File: src/rtl/wiper_pkg.sv
package wiper_pkg;

    typedef enum logic [1:0] {
        PH_IDLE = 2'd0,
        PH_ADDR = 2'd1,
        PH_DATA = 2'd2,
        PH_GAP  = 2'd3
    } phase_e;

    typedef struct packed {
        logic load;    // capture old register contents for readback
        logic shift;   // advance readback, data phase active
        logic commit;  // last data bit present on sdi this cycle
    } frame_ctl_t;

    function automatic int unsigned idx_w(int unsigned n);
        return (n < 2) ? 1 : $clog2(n);
    endfunction

    function automatic int unsigned max3(int unsigned a, int unsigned b, int unsigned c);
        int unsigned m;
        m = (a > b) ? a : b;
        return (m > c) ? m : c;
    endfunction

endpackage

File: src/rtl/wiper_frame_seq.sv
module wiper_frame_seq
    import wiper_pkg::*;
#(
    parameter int unsigned NCH = 4,
    parameter int unsigned WW  = 8,
    parameter int unsigned GAP = 2
) (
    input  logic                     clk,
    input  logic                     rst,
    input  logic                     sel,
    input  logic                     sdi,
    output frame_ctl_t               ctl,
    output logic [idx_w(NCH)-1:0]    addr_next,
    output logic [idx_w(NCH)-1:0]    addr_q,
    output logic [WW-1:0]            data_next
);
    localparam int unsigned AW = idx_w(NCH);
    localparam int unsigned CW = idx_w(max3(AW, WW, GAP) + 1);

    phase_e          phase;
    logic [CW-1:0]   cnt;
    logic [AW-1:0]   addr_sr;
    logic [WW-1:0]   data_sr;
    logic            active;

    assign active = sel && !rst;

    generate
        if (AW > 1) begin : g_addr_wide
            assign addr_next = {sdi, addr_sr[AW-1:1]};
        end else begin : g_addr_narrow
            assign addr_next = sdi;
        end
    endgenerate

    assign data_next = {sdi, data_sr[WW-1:1]};
    assign addr_q    = addr_sr;

    always_comb begin
        ctl        = '0;
        ctl.load   = active && (phase == PH_ADDR) && (cnt == CW'(AW - 1));
        ctl.shift  = active && (phase == PH_DATA);
        ctl.commit = active && (phase == PH_DATA) && (cnt == CW'(WW - 1));
    end

    always_ff @(posedge clk) begin
        if (rst || !sel) begin
            phase   <= PH_IDLE;
            cnt     <= '0;
            addr_sr <= '0;
            data_sr <= '0;
        end else begin
            unique case (phase)
                PH_IDLE: begin
                    if (sdi) begin
                        phase <= PH_ADDR;
                        cnt   <= '0;
                    end
                end
                PH_ADDR: begin
                    addr_sr <= addr_next;
                    if (cnt == CW'(AW - 1)) begin
                        phase <= PH_DATA;
                        cnt   <= '0;
                    end else begin
                        cnt <= cnt + 1'b1;
                    end
                end
                PH_DATA: begin
                    data_sr <= data_next;
                    if (cnt == CW'(WW - 1)) begin
                        phase <= (GAP == 0) ? PH_IDLE : PH_GAP;
                        cnt   <= '0;
                    end else begin
                        cnt <= cnt + 1'b1;
                    end
                end
                PH_GAP: begin
                    if (cnt >= CW'(GAP - 1)) begin
                        phase <= PH_IDLE;
                        cnt   <= '0;
                    end else begin
                        cnt <= cnt + 1'b1;
                    end
                end
                default: phase <= PH_IDLE;
            endcase
        end
    end

endmodule

File: src/rtl/wiper_readback.sv
module wiper_readback
    import wiper_pkg::*;
#(
    parameter int unsigned WW = 8
) (
    input  logic            clk,
    input  logic            rst,
    input  logic            sel,
    input  frame_ctl_t      ctl,
    input  logic [WW-1:0]   old_word,
    output logic            sdo,
    output logic            sdo_oe
);
    logic [WW-1:0] rb_sr;

    always_ff @(posedge clk) begin
        if (rst || !sel) begin
            rb_sr <= '0;
        end else if (ctl.load) begin
            rb_sr <= old_word;
        end else if (ctl.shift) begin
            rb_sr <= {1'b0, rb_sr[WW-1:1]};
        end
    end

    assign sdo_oe = ctl.shift;
    assign sdo    = ctl.shift ? rb_sr[0] : 1'b0;

endmodule

File: src/rtl/wiper_bank.sv
module wiper_bank
    import wiper_pkg::*;
#(
    parameter int unsigned NCH = 4,
    parameter int unsigned WW  = 8
) (
    input  logic                    clk,
    input  logic                    rst,
    input  logic                    sel,
    input  logic                    commit,
    input  logic [idx_w(NCH)-1:0]   waddr,
    input  logic [WW-1:0]           wdata,
    input  logic [NCH*WW-1:0]       stored_vals,
    output logic [NCH*WW-1:0]       wiper_vals
);
    genvar gi;
    generate
        for (gi = 0; gi < NCH; gi++) begin : g_ch
            logic [WW-1:0] w_q;
            always_ff @(posedge clk) begin
                if (rst || !sel) begin
                    w_q <= stored_vals[gi*WW +: WW];
                end else if (commit && (int'(waddr) == gi)) begin
                    w_q <= wdata;
                end
            end
            assign wiper_vals[gi*WW +: WW] = w_q;
        end
    endgenerate

endmodule

File: src/rtl/serial_wiper_ctrl.sv
module serial_wiper_ctrl
    import wiper_pkg::*;
#(
    parameter int unsigned NCH = 4,
    parameter int unsigned WW  = 8,
    parameter int unsigned GAP = 2
) (
    input  logic                clk,
    input  logic                rst,
    input  logic                sel,
    input  logic                sdi,
    input  logic [NCH*WW-1:0]   stored_vals,
    output logic                sdo,
    output logic                sdo_oe,
    output logic [NCH*WW-1:0]   wiper_vals
);
    localparam int unsigned AW = idx_w(NCH);

    frame_ctl_t       ctl;
    logic [AW-1:0]    addr_next;
    logic [AW-1:0]    addr_q;
    logic [WW-1:0]    data_next;
    logic [WW-1:0]    old_word;

    wiper_frame_seq #(.NCH(NCH), .WW(WW), .GAP(GAP)) u_seq (
        .clk       (clk),
        .rst       (rst),
        .sel       (sel),
        .sdi       (sdi),
        .ctl       (ctl),
        .addr_next (addr_next),
        .addr_q    (addr_q),
        .data_next (data_next)
    );

    always_comb begin
        old_word = '0;
        for (int i = 0; i < NCH; i++) begin
            if (int'(addr_next) == i) old_word = wiper_vals[i*WW +: WW];
        end
    end

    wiper_readback #(.WW(WW)) u_rb (
        .clk      (clk),
        .rst      (rst),
        .sel      (sel),
        .ctl      (ctl),
        .old_word (old_word),
        .sdo      (sdo),
        .sdo_oe   (sdo_oe)
    );

    wiper_bank #(.NCH(NCH), .WW(WW)) u_bank (
        .clk         (clk),
        .rst         (rst),
        .sel         (sel),
        .commit      (ctl.commit),
        .waddr       (addr_q),
        .wdata       (data_next),
        .stored_vals (stored_vals),
        .wiper_vals  (wiper_vals)
    );

endmodule

File: config.mk
export PLATFORM = sky130hd
export DESIGN_NAME = serial_wiper_ctrl
export DESIGN_NICKNAME = d
export VERILOG_FILES = /design/src/rtl/wiper_pkg.sv /design/src/rtl/wiper_frame_seq.sv /design/src/rtl/wiper_readback.sv /design/src/rtl/wiper_bank.sv /design/src/rtl/serial_wiper_ctrl.sv
export SDC_FILE = /design/constraint.sdc
export NUM_CORES = 1
export LEC_CHECK = 0
export ABC_AREA = 1
export BUFFER_PORTS_ARGS = -buffer_cell sky130_fd_sc_hd__buf_2
export CAP_MARGIN = 20
export CORE_MARGIN = 4
export CORE_UTILIZATION = 48
export DETAILED_ROUTE_END_ITERATION = 12
export PLACE_DENSITY = 0.77
export SETUP_SLACK_MARGIN = 0.4
export SKIP_CTS_REPAIR_TIMING = 1
export SLEW_MARGIN = 40
export SYNTH_ARGS = -nofsm -noshare
export SYNTH_HDL_FRONTEND = slang
export SYNTH_SLANG_ARGS = --single-unit
File: constraint.sdc
create_clock -name clk -period 2.35 [get_ports clk]
set_clock_uncertainty 0.15 [all_clocks]
set_input_delay 0 -clock clk [delete_from_list [all_inputs] [get_ports clk]]
set_output_delay 0 -clock clk [all_outputs]
set_load 0.02 [all_outputs]
== After elaboration in Yosys (flattened, before gate mapping) ==
Cells that the tools add are included.

* Register bits: 56
* Bits of input ports: 36
* Output and inout bits: 34
* Word-level logic and storage cells: 72

* Add/subtract/negate cells: 1
* Order comparisons: 1
* Equality and inequality tests: 15
* Muxes and demuxes: 25
* Reductions and logical operators: 21

{| class="wikitable"
|+ Operator list
! operator !! number
|-
| 8-bit two-way mux || 14
|-
| 4-bit two-way mux || 4
|-
| 4-bit one-hot mux with 4 select lines || 1
|-
| 2-bit equality test (second input constant) || 6
|-
| 2-bit nonzero test || 5
|-
| 1-bit logical AND || 9
|-
| 2-bit two-way mux || 4
|-
| 2-bit one-hot mux with 4 select lines || 1
|-
| 2-bit by 1-bit equality test with 1-bit output (second input constant) || 3
|-
| 2-bit zero test || 3
|-
| 2-bit != test (second input constant) || 3
|-
| 4-bit by 1-bit adder with 4-bit output (second input constant) || 1
|-
| 4-bit by 1-bit equality test with 1-bit output (second input constant) || 1
|-
| 4-bit by 3-bit equality test with 1-bit output (second input constant) || 1
|-
| 4-bit by 1-bit greater-or-equal comparator with 1-bit output (second input constant) || 1
|-
| 4-bit AND reduction || 1
|-
| 1-bit zero test || 2
|-
| 2-bit by 1-bit != test with 1-bit output (second input constant) || 1
|-
| 1-bit logical OR || 1
|-
| 1-bit two-way mux || 1
|}

== Logic depth before layout (Yosys ltp) ==
Gate-level depths: netlist (run 1).

* Depth after elaboration: 7
* Depth in mapped cells: 10
* Mapped depth without buffers: 10

== Hierarchy ==
A second synthesis (run 1) with hierarchy kept.

* Cell total of the unflattened synthesis: 348
* Area, all modules: 2905.3 µm²

{| class="wikitable"
|+ Modules (own cells, without submodules)
! module !! instances !! cells each !! area an instance (µm²) !! seq. area each (µm²)
|-
| wiper_bank || 1 || 121 || 1387.6 || 960.9
|-
| wiper_frame_seq || 1 || 112 || 824.5 || 300.3
|-
| wiper_readback || 1 || 68 || 429.2 || 160.2
|-
| serial_wiper_ctrl || 1 || 47 || 264.0 || 0.0
|}

== Worst setup path before layout (run 1) ==
OpenSTA, ideal clock, no wires.

* Path kind: register to register
* From: register u_seq.phase[0]
* To: register u_bank.g_ch[0].w_q[0] (enable)
* Arrival time: 1.932 ns
* Slack: -0.119 ns
* Stages on the path, launching flop included: 7
* Buffers on the path: 0
* Clock period less this slack: 2.469 ns
* Cells stage by stage: dfxtp_1 -> inv_1 -> ha_1 -> inv_2 -> nor2_2 -> nand3_1 -> o31ai_1

* Cells in the longest elaborated chain, start to end: 5

{| class="wikitable"
|+ Ends and longest elaborated chain
! element !! line !! text
|-
| start, declared || wiper_frame_seq.sv:20 || <nowiki>phase_e phase;</nowiki>
|-
| start signal, assigned || wiper_frame_seq.sv:72 || <nowiki>phase <= (GAP == 0) ? PH_IDLE : PH_GAP;</nowiki>
|-
| 2-bit equality test || -- ||
|-
| 1-bit logical AND || -- ||
|-
| via sdo_oe || serial_wiper_ctrl.sv:14 || <nowiki>output logic sdo_oe,</nowiki>
|-
| 1-bit logical AND || wiper_frame_seq.sv:43 || <nowiki>ctl.commit = active && (phase == PH_DATA) && (cnt == CW'(WW - 1));</nowiki>
|-
| 1-bit logical AND || wiper_bank.sv:23 || <nowiki>end else if (commit && (int'(waddr) == gi)) begin</nowiki>
|-
| 2-bit nonzero test (no source line) || -- ||
|-
| end signal, assigned || wiper_bank.sv:22 || <nowiki>w_q <= stored_vals[gi*WW +: WW];</nowiki>
|-
| end signal, assigned || wiper_bank.sv:24 || <nowiki>w_q <= wdata;</nowiki>
|-
| end, declared || wiper_bank.sv:19 || <nowiki>logic [WW-1:0] w_q;</nowiki>
|}

The timed path passes the listed nets, and every way through them passes these cells.
A chain may end at the register's enable or synchronous reset.

== Worst setup path in the final report (run 1) ==
* From: register u_seq.phase[0]
* To: register u_bank.g_ch[2].w_q[6] (enable)

* Cells in the longest elaborated chain, start to end: 5

{| class="wikitable"
|+ Ends and longest elaborated chain
! element !! line
|-
| 2-bit equality test || wiper_frame_seq.sv:43
|-
| 1-bit logical AND (2 in a row) || wiper_frame_seq.sv:43
|-
| 1-bit logical AND || wiper_bank.sv:23
|-
| 2-bit nonzero test (no source line) || --
|-
| end signal, assigned || wiper_bank.sv:22
|-
| end signal, assigned || wiper_bank.sv:24
|-
| end, declared || wiper_bank.sv:19
|}

Every way passes these cells.

==> flow_summary_export.csv, run 1 <==
group,metric,value,unit
sta,hold_slack,-0.00517,ns
yosys,synth-compound-area-share,6.93,%
global_route,track_usage,18.8,%
route,dr.pass1.iters,6,
hold_path,whs_path_depth,4,
sta,setup_viol,0,
sta,slew_headroom,59.7,%
yosys,synthTopCellsByCount,"nand2_1, nor2_1, edfxtp_1",
yosys,synthesis.area,2730,um^2
sta,max_freq,516,MHz
critical_path,start_kind,"flip-flop",
finish,final_core_util,68.1,%
finish,fin_nets,498,
yosys,netlist_instances,343,
global_route,grt_pass1_wl,10500,um
die,die_x,83.3,um
yosys,yosysWarnings,0,
route,final_antenna_net_count,0,
finish,drive_gt1_share,25.3,%
die,die-area,6950,um^2
clock_tree,clk_path_buf_depth,2,
critical_path,crit_type,"reg2reg",
finish,area_growth,37.6,%
yosys,synth-seq-cells,55,
run_status,violations,"negative hold slack",
die,start_util,49.5,%
power_and_ir_drop,power.density,560,nW/um^2
yosys,synth_top_area_cell,"edfxtp_1",
clock_tree,cts_tree,"built",
sta,rsz0062_at_grt,"true",
yosys,synthMuxAreaShare,0,%
critical_path,crit_arrival,1.82,ns
yosys,yosysSeqAreaShare,52.2,%
sta,fin_crit,1.94,ns
critical_path,r2r_start,"u_seq.phase[0]",
sta,setup_tns,0,ns
run_status,status,"complete, but fails checks",
clock_tree,clockRootBuffer,"clkbuf_8",
critical_path,r2r_slack,0.41,ns
placed_design,dp_hpwl,5100,um
yosys,synth-xor-area-share,0,%
hold_path,whs_endpoint,"u_seq.data_sr[1]",
sta,fin_ws,0.410,ns
route,routed_wl,7700,um
yosys,synth_top_family_by_area,"simple AND/OR/NAND/NOR gates",
clock_tree,cts_max_level,2,
clock_tree,path_clk_slew,0.11,ns
critical_path,crit_fanout,10,
yosys,synthArstFlopShare,0,%
placed_design,dp_slack,0.282,ns
clock_tree,clock_latency,0.31,ns
die,die_y,83.3,um
yosys,ys_types,27,
critical_path,r2r_end,"u_bank.g_ch[2].w_q[6]",
global_route,antenna_found_initial,0,
route,detail_route.wl_per_cell,14.6,um
sta,timing.final.crit_share,82.5,%
route,drc,0,
clock_tree,clock-sinks,55,
die,fp.coreArea,5510,um^2
placed_design,port_buffers,69,
global_route,grt_start_max_net_pins,43,
yosys,synth_flop_cell,"edfxtp_1",
global_route,grt_pass1_vias,2251,
sta,report.final.slew_viol_count,0,
die,rows,27,
power_and_ir_drop,p_leak,1.82,nW
finish,n_fill_cell,403,
yosys,synth-simple-area-share,31.7,%
yosys,synth-edff-count,32,
hold_path,hp-class,"in2reg",
die,ios,70,
placed_design,gp_congestion,0.828,
route,viasPerCell,5.02,
yosys,synth_fa_ha_area_share,3.67,%
critical_path,crit_path_top_delay_cell,"dfxtp_4",
hold_path,hp-start,"rst",
clock_tree,cts_made_buffers,5,
power_and_ir_drop,peakVddDrop,0.000501,V
yosys,syn_avg_cell_area,7.94,um^2
yosys,yosys-top-cells-area,"edfxtp_1, nand2_1, dfxtp_1",
yosys,synthesis.nets,387,
yosys,yosysTopAreaCellShare,35.3,%
critical_path,reg2reg_depth,7,
sta,worst_pin_slew,0.602,ns
finish,antenna_cells,0,
critical_path,critPathCaptureType,"flip-flop",
critical_path,cp.required,2.23,ns
sta,hold_viol,1,
route,drt-initial-drc-count,168,
critical_path,cp_cell_sequence,"inv_2 > ha_4 > inv_4 > nor2_4 > nand3_4 > o31ai_4 > buf_12",
yosys,synth_most_common_cell,"nand2_1",
critical_path,max_stage_delay,0.37,ns
job,maxCapViolations,0,
route,num_vias,2645,
global_route,grt_overflow,0,
[critical path, delay by kind of cell (launching register included)]
family | cells | cell delay, ns
and+or+nand+nor | 2 | 0.30
DFF | 1 | 0.37
AOI/OAI and AO/OA | 1 | 0.33
adders and majority gates | 1 | 0.17
buffers and inverters | 3 | 0.34
[power by group]
group	total, mW	internal, mW	switching [mW]
clock network	0.559	0.241	0.318
registers	1.13	1.09	0.0402
logic	0.414	0.169	0.245
total	2.10	1.50	0.603
[cells by family after synthesis]
| kind of cell | Yosys count |
|---|---|
| simple gates | 211 |
| flops | 55 |
| buf+inv | 36 |
| compound gates | 33 |
| fa+ha+maj | 8 |
[how the worst max path moves through the flow]
stage | slack (ns) | cells after the start | to | from
CTS | 0.26 | 6 | u_bank.g_ch[0].w_q[6] | u_seq.phase[0]
floorplan | 0.45 | 6 | u_bank.g_ch[0].w_q[0] | u_seq.phase[0]
global route | 0.35 | 7 | u_bank.g_ch[2].w_q[6] | u_seq.phase[0]
finish | 0.41 | 7 | u_bank.g_ch[2].w_q[6] | u_seq.phase[0]
global placement | 0.34 | 6 | u_bank.g_ch[0].w_q[0] | u_seq.phase[0]
detailed placement | 0.28 | 6 | u_bank.g_ch[0].w_q[0] | u_seq.phase[0]
[per-stage QoR]
| step | total power [mW] | std cells | instance area [um^2] |
|---|---|---|---|
| final | 2.10 | 527 | 3750 |
| after global placement | 1.49 | 479 | 3220 |
| after floorplan | 1.37 | 343 | 2810 |
| after global routing | 2.18 | 527 | 3750 |
| after detailed placement | 1.49 | 479 | 3220 |
| after CTS | 2.03 | 487 | 3320 |
[final cells by class]
| cell class | instances | area [um^2] | area share (%) |
|---|---|---|---|
| sequential | 55 | 1430 | 38.0 |
| multi-input combinational | 252 | 1240 | 33.1 |
| timing repair buffer | 111 | 781 | 20.8 |
| inverter | 29 | 114 | 3.04 |
| tap | 72 | 90.1 | 2.40 |
| clock buffer | 6 | 82.6 | 2.20 |
| clock inverter | 2 | 16.3 | 0.434 |
[sequential cells by signal, summed over array words and instances (netlist names)]
register	count
u_seq.data_sr	7
u_seq.phase	2
u_rb.rb_sr	8
u_seq.addr_q	2
u_bank.g_ch.w_q	32
u_seq.cnt	4
[layout by cell type (no fill, tap or decap)]
cell | netlist | final
clkinv_4 | 0 | 1
inv_2 | 4 | 4
dlygate4sd3_1 | 0 | 33
a22oi_1 | 1 | 1
ha_1 | 8 | 7
dfxtp_2 | 0 | 1
ha_4 | 0 | 1
nor2_1 | 35 | 34
dfxtp_1 | 23 | 21
dfxtp_4 | 0 | 1
a31oi_1 | 1 | 1
clkbuf_8 | 0 | 6
buf_4 | 1 | 6
a21oi_2 | 2 | 2
nand3_4 | 0 | 1
nand2_4 | 1 | 1
nand4_1 | 5 | 5
nand2_1 | 151 | 151
buf_12 | 0 | 3
or2_2 | 2 | 2
inv_4 | 1 | 2
edfxtp_1 | 32 | 32
nor2_2 | 4 | 4
inv_1 | 24 | 23
a21oi_1 | 18 | 18
o21ai_1 | 1 | 1
nor2_4 | 3 | 4
o21bai_1 | 1 | 1
buf_2 | 1 | 69
o31ai_4 | 0 | 4
o21ai_0 | 5 | 5
nand2_2 | 2 | 2
clkinvlp_4 | 0 | 1
nand3_1 | 8 | 7
[routing by layer]
layer | GRT usage, % | wire [um] | vias to the layer above
li1 | - | - | 1317
met1 | 22.6 | 3030 | 1201
met2 | 33.8 | 4040 | 112
met3 | 3.08 | 482 | 15
met4 | 6.24 | 138 | 0
met5 | 0 | 0 | -
Power figures use the tool's default switching activity.
==> run 2, diff against run 1 <==
==> constraint.sdc (replaced) <==
create_clock -name clk -period 1.6 [get_ports clk]
set_clock_uncertainty 0.15 [all_clocks]
set_input_delay 0 -clock clk [delete_from_list [all_inputs] [get_ports clk]]
set_output_delay 0 -clock clk [all_outputs]
set_load 0.02 [all_outputs]
==> run 2 against run 1 <==
  * The flow finishes with violations (negative hold slack, negative setup slack)
  * Clock power rose by 51%
  * Final cell count rose by 5.9%
  * Combinational power rose by 84%
  * Total power rose by 56%
  * Cell area rose by 13%
  * Global-route usage rose by 2.5 points
  * Die area did not move
  * Sequential share of layout area fell by 4.2 points
  * First-iteration DRC count rose by 55%
  * Setup slack got worse by 0.54 ns
  * Largest power group unchanged
  * Highest routed layer unchanged
==> flow_summary_export.csv, run 2 (synthesis gave the netlist of run 1 again) <==
group,metric,value,unit
critical_path,cp.required,1.49,ns
sta,rsz0062_at_grt,"true",
power_and_ir_drop,peakVddDrop,0.000559,V
power_and_ir_drop,total_power,3.27,mW
sta,setup_viol,33,
critical_path,reg2reg_depth,7,
clock_tree,cts_made_buffers,5,
finish,final_cell_mix,"nand2_1, buf_2, dlygate4sd3_1",
clock_tree,cts_tree,"built",
finish,mostFrequentLayoutCell,"nand2_1",
route,viasPerCell,5.46,
global_route,grt_pass1_vias,2457,
sta,fin_ws,-0.132,ns
route,dr.pass1.iters,5,
route,drc,0,
clock_tree,clock-sinks,55,
critical_path,critPathCaptureType,"flip-flop",
finish,antenna_cells,0,
route,highest_layer,"met4",
route,num_vias,3044,
clock_tree,clock_latency,0.32,ns
finish,drive_gt1_share,38.1,%
die,die-area,6950,um^2
sta,timing.final.crit_share,108,%
clock_tree,cts_max_level,2,
die,start_util,49.5,%
critical_path,crit_type,"reg2reg",
global_route,grt_overflow,0,
critical_path,start_kind,"flip-flop",
hold_path,whs_endpoint,"u_seq.cnt[0]",
finish,largest_reg_flops,32,
placed_design,gp_congestion,0.831,
die,die_x,83.3,um
sta,fin_crit,1.73,ns
route,wl_met3,729,um
finish,largest-register,"u_bank.g_ch.w_q",
route,final_antenna_net_count,0,
critical_path,r2r_slack,-0.13,ns
critical_path,crit_arrival,1.62,ns
critical_path,crit_fanout,5,
hold_path,hp-start,"rst",
route,wl_met1,3680,um
global_route,grt_start_max_net_pins,43,
power_and_ir_drop,power.density,773,nW/um^2
finish,reg_top3,"u_bank.g_ch.w_q (32), u_rb.rb_sr (8), u_seq.data_sr (7)",
die,ios,70,
sta,hold_viol,3,
sta,slew_headroom,69.9,%
finish,fin_nets,529,
finish,design_area,4230,um^2
placed_design,port_buffers,69,
power_and_ir_drop,p_leak,2.01,nW
route,route.met2.wl,5000,um
placed_design,dp_hpwl,5930,um
die,rows,27,
hold_path,whs_path_depth,4,
finish,n_fill_cell,339,
critical_path,r2r_start,"u_seq.phase[0]",
placed_design,dp_slack,-0.138,ns
sta,report.final.slew_viol_count,0,
route,routed_wl,9800,um
global_route,grt_pass1_wl,11800,um
hold_path,hp-class,"in2reg",
clock_tree,path_clk_slew,0.11,ns
placed_design,post_dp_cell_area,3430,um^2
clock_tree,clockRootBuffer,"clkbuf_8",
critical_path,r2r_end,"u_bank.g_ch[0].w_q[4]",
route,drt-initial-drc-count,261,
finish,area_growth,55.2,%
sta,max_freq,577,MHz
sta,hold_slack,-0.0830,ns
die,die_y,83.3,um
route,detail_route.wl_per_cell,17.6,um
run_status,status,"complete, but fails checks",
job,maxCapViolations,0,
global_route,antenna_found_initial,0,
global_route,track_usage,21.3,%
clock_tree,clk_path_buf_depth,2,
sta,worst_pin_slew,0.452,ns
run_status,violations,"negative hold slack, negative setup slack",
die,fp.coreArea,5510,um^2
run 2: cell count changes in the layout (fill, tap and decap cells not counted), sizes merged:
cell / delta
clkbuf: -1
clkinv: -1
buf: +31
inv: +2
run 2: routing by layer:
layer	global-route usage (%)	up-vias
met2	36.6	193
met3	3.77	52
met1	28.3	1422
met4	3.71	0
met5	0	-
li1	-	1377
run 2: critical path, stage by stage, from the launching register on:
cell     delay, ns
dfxtp_2       0.34
inv_2         0.07
ha_4          0.15
inv_4         0.04
nor2_4        0.12
nand3_4       0.16
o31ai_4       0.26
buf_6         0.17
run 2: how the worst max path moves through the flow:
| stage | startpoint | endpoint | slack [ns] |
|---|---|---|---|
| finish | u_seq.phase[0] | u_bank.g_ch[0].w_q[4] | -0.13 |
| global route | u_seq.phase[0] | u_bank.g_ch[2].w_q[5] | -0.17 |
| CTS | u_seq.phase[0] | u_bank.g_ch[0].w_q[4] | -0.15 |
| detailed placement | u_seq.phase[0] | u_bank.g_ch[0].w_q[2] | -0.14 |
| global placement | u_seq.phase[0] | u_bank.g_ch[0].w_q[2] | -0.09 |
| floorplan | u_seq.phase[0] | u_bank.g_ch[0].w_q[0] | -0.28 |
run 2: metrics by stage:
stage | setup TNS [ns] | utilization (%) | hold WS (ns) | instances
after floorplan | -8.53 | - | 0.0295 | 343
after global placement | -2.16 | 62.3 | 0.127 | 505
after detailed placement | -3.59 | 62.3 | 0.126 | 505
after CTS | -3.98 | 64.1 | -0.204 | 513
after global routing | -5.06 | 76.8 | -0.0314 | 558
final | -3.71 | 76.8 | -0.0830 | 558
run 2: final cells by class:
| cell class | count | area, um^2 | share of cell area (%) |
|---|---|---|---|
| Tap cell | 72 | 90.1 | 2.13 |
| Multi-Input combinational cell | 252 | 1450 | 34.3 |
| Inverter | 29 | 121 | 2.87 |
| Clock buffer | 5 | 68.8 | 1.63 |
| Sequential cell | 55 | 1430 | 33.8 |
| Timing Repair Buffer | 142 | 1040 | 24.6 |
| Clock inverter | 3 | 27.5 | 0.651 |
run 2: report_power, final:
group / total (mW) / switching [mW] / internal [mW]
combinational: 0.762 / 0.445 / 0.316
sequential: 1.66 / 0.0666 / 1.60
clock: 0.846 / 0.519 / 0.326
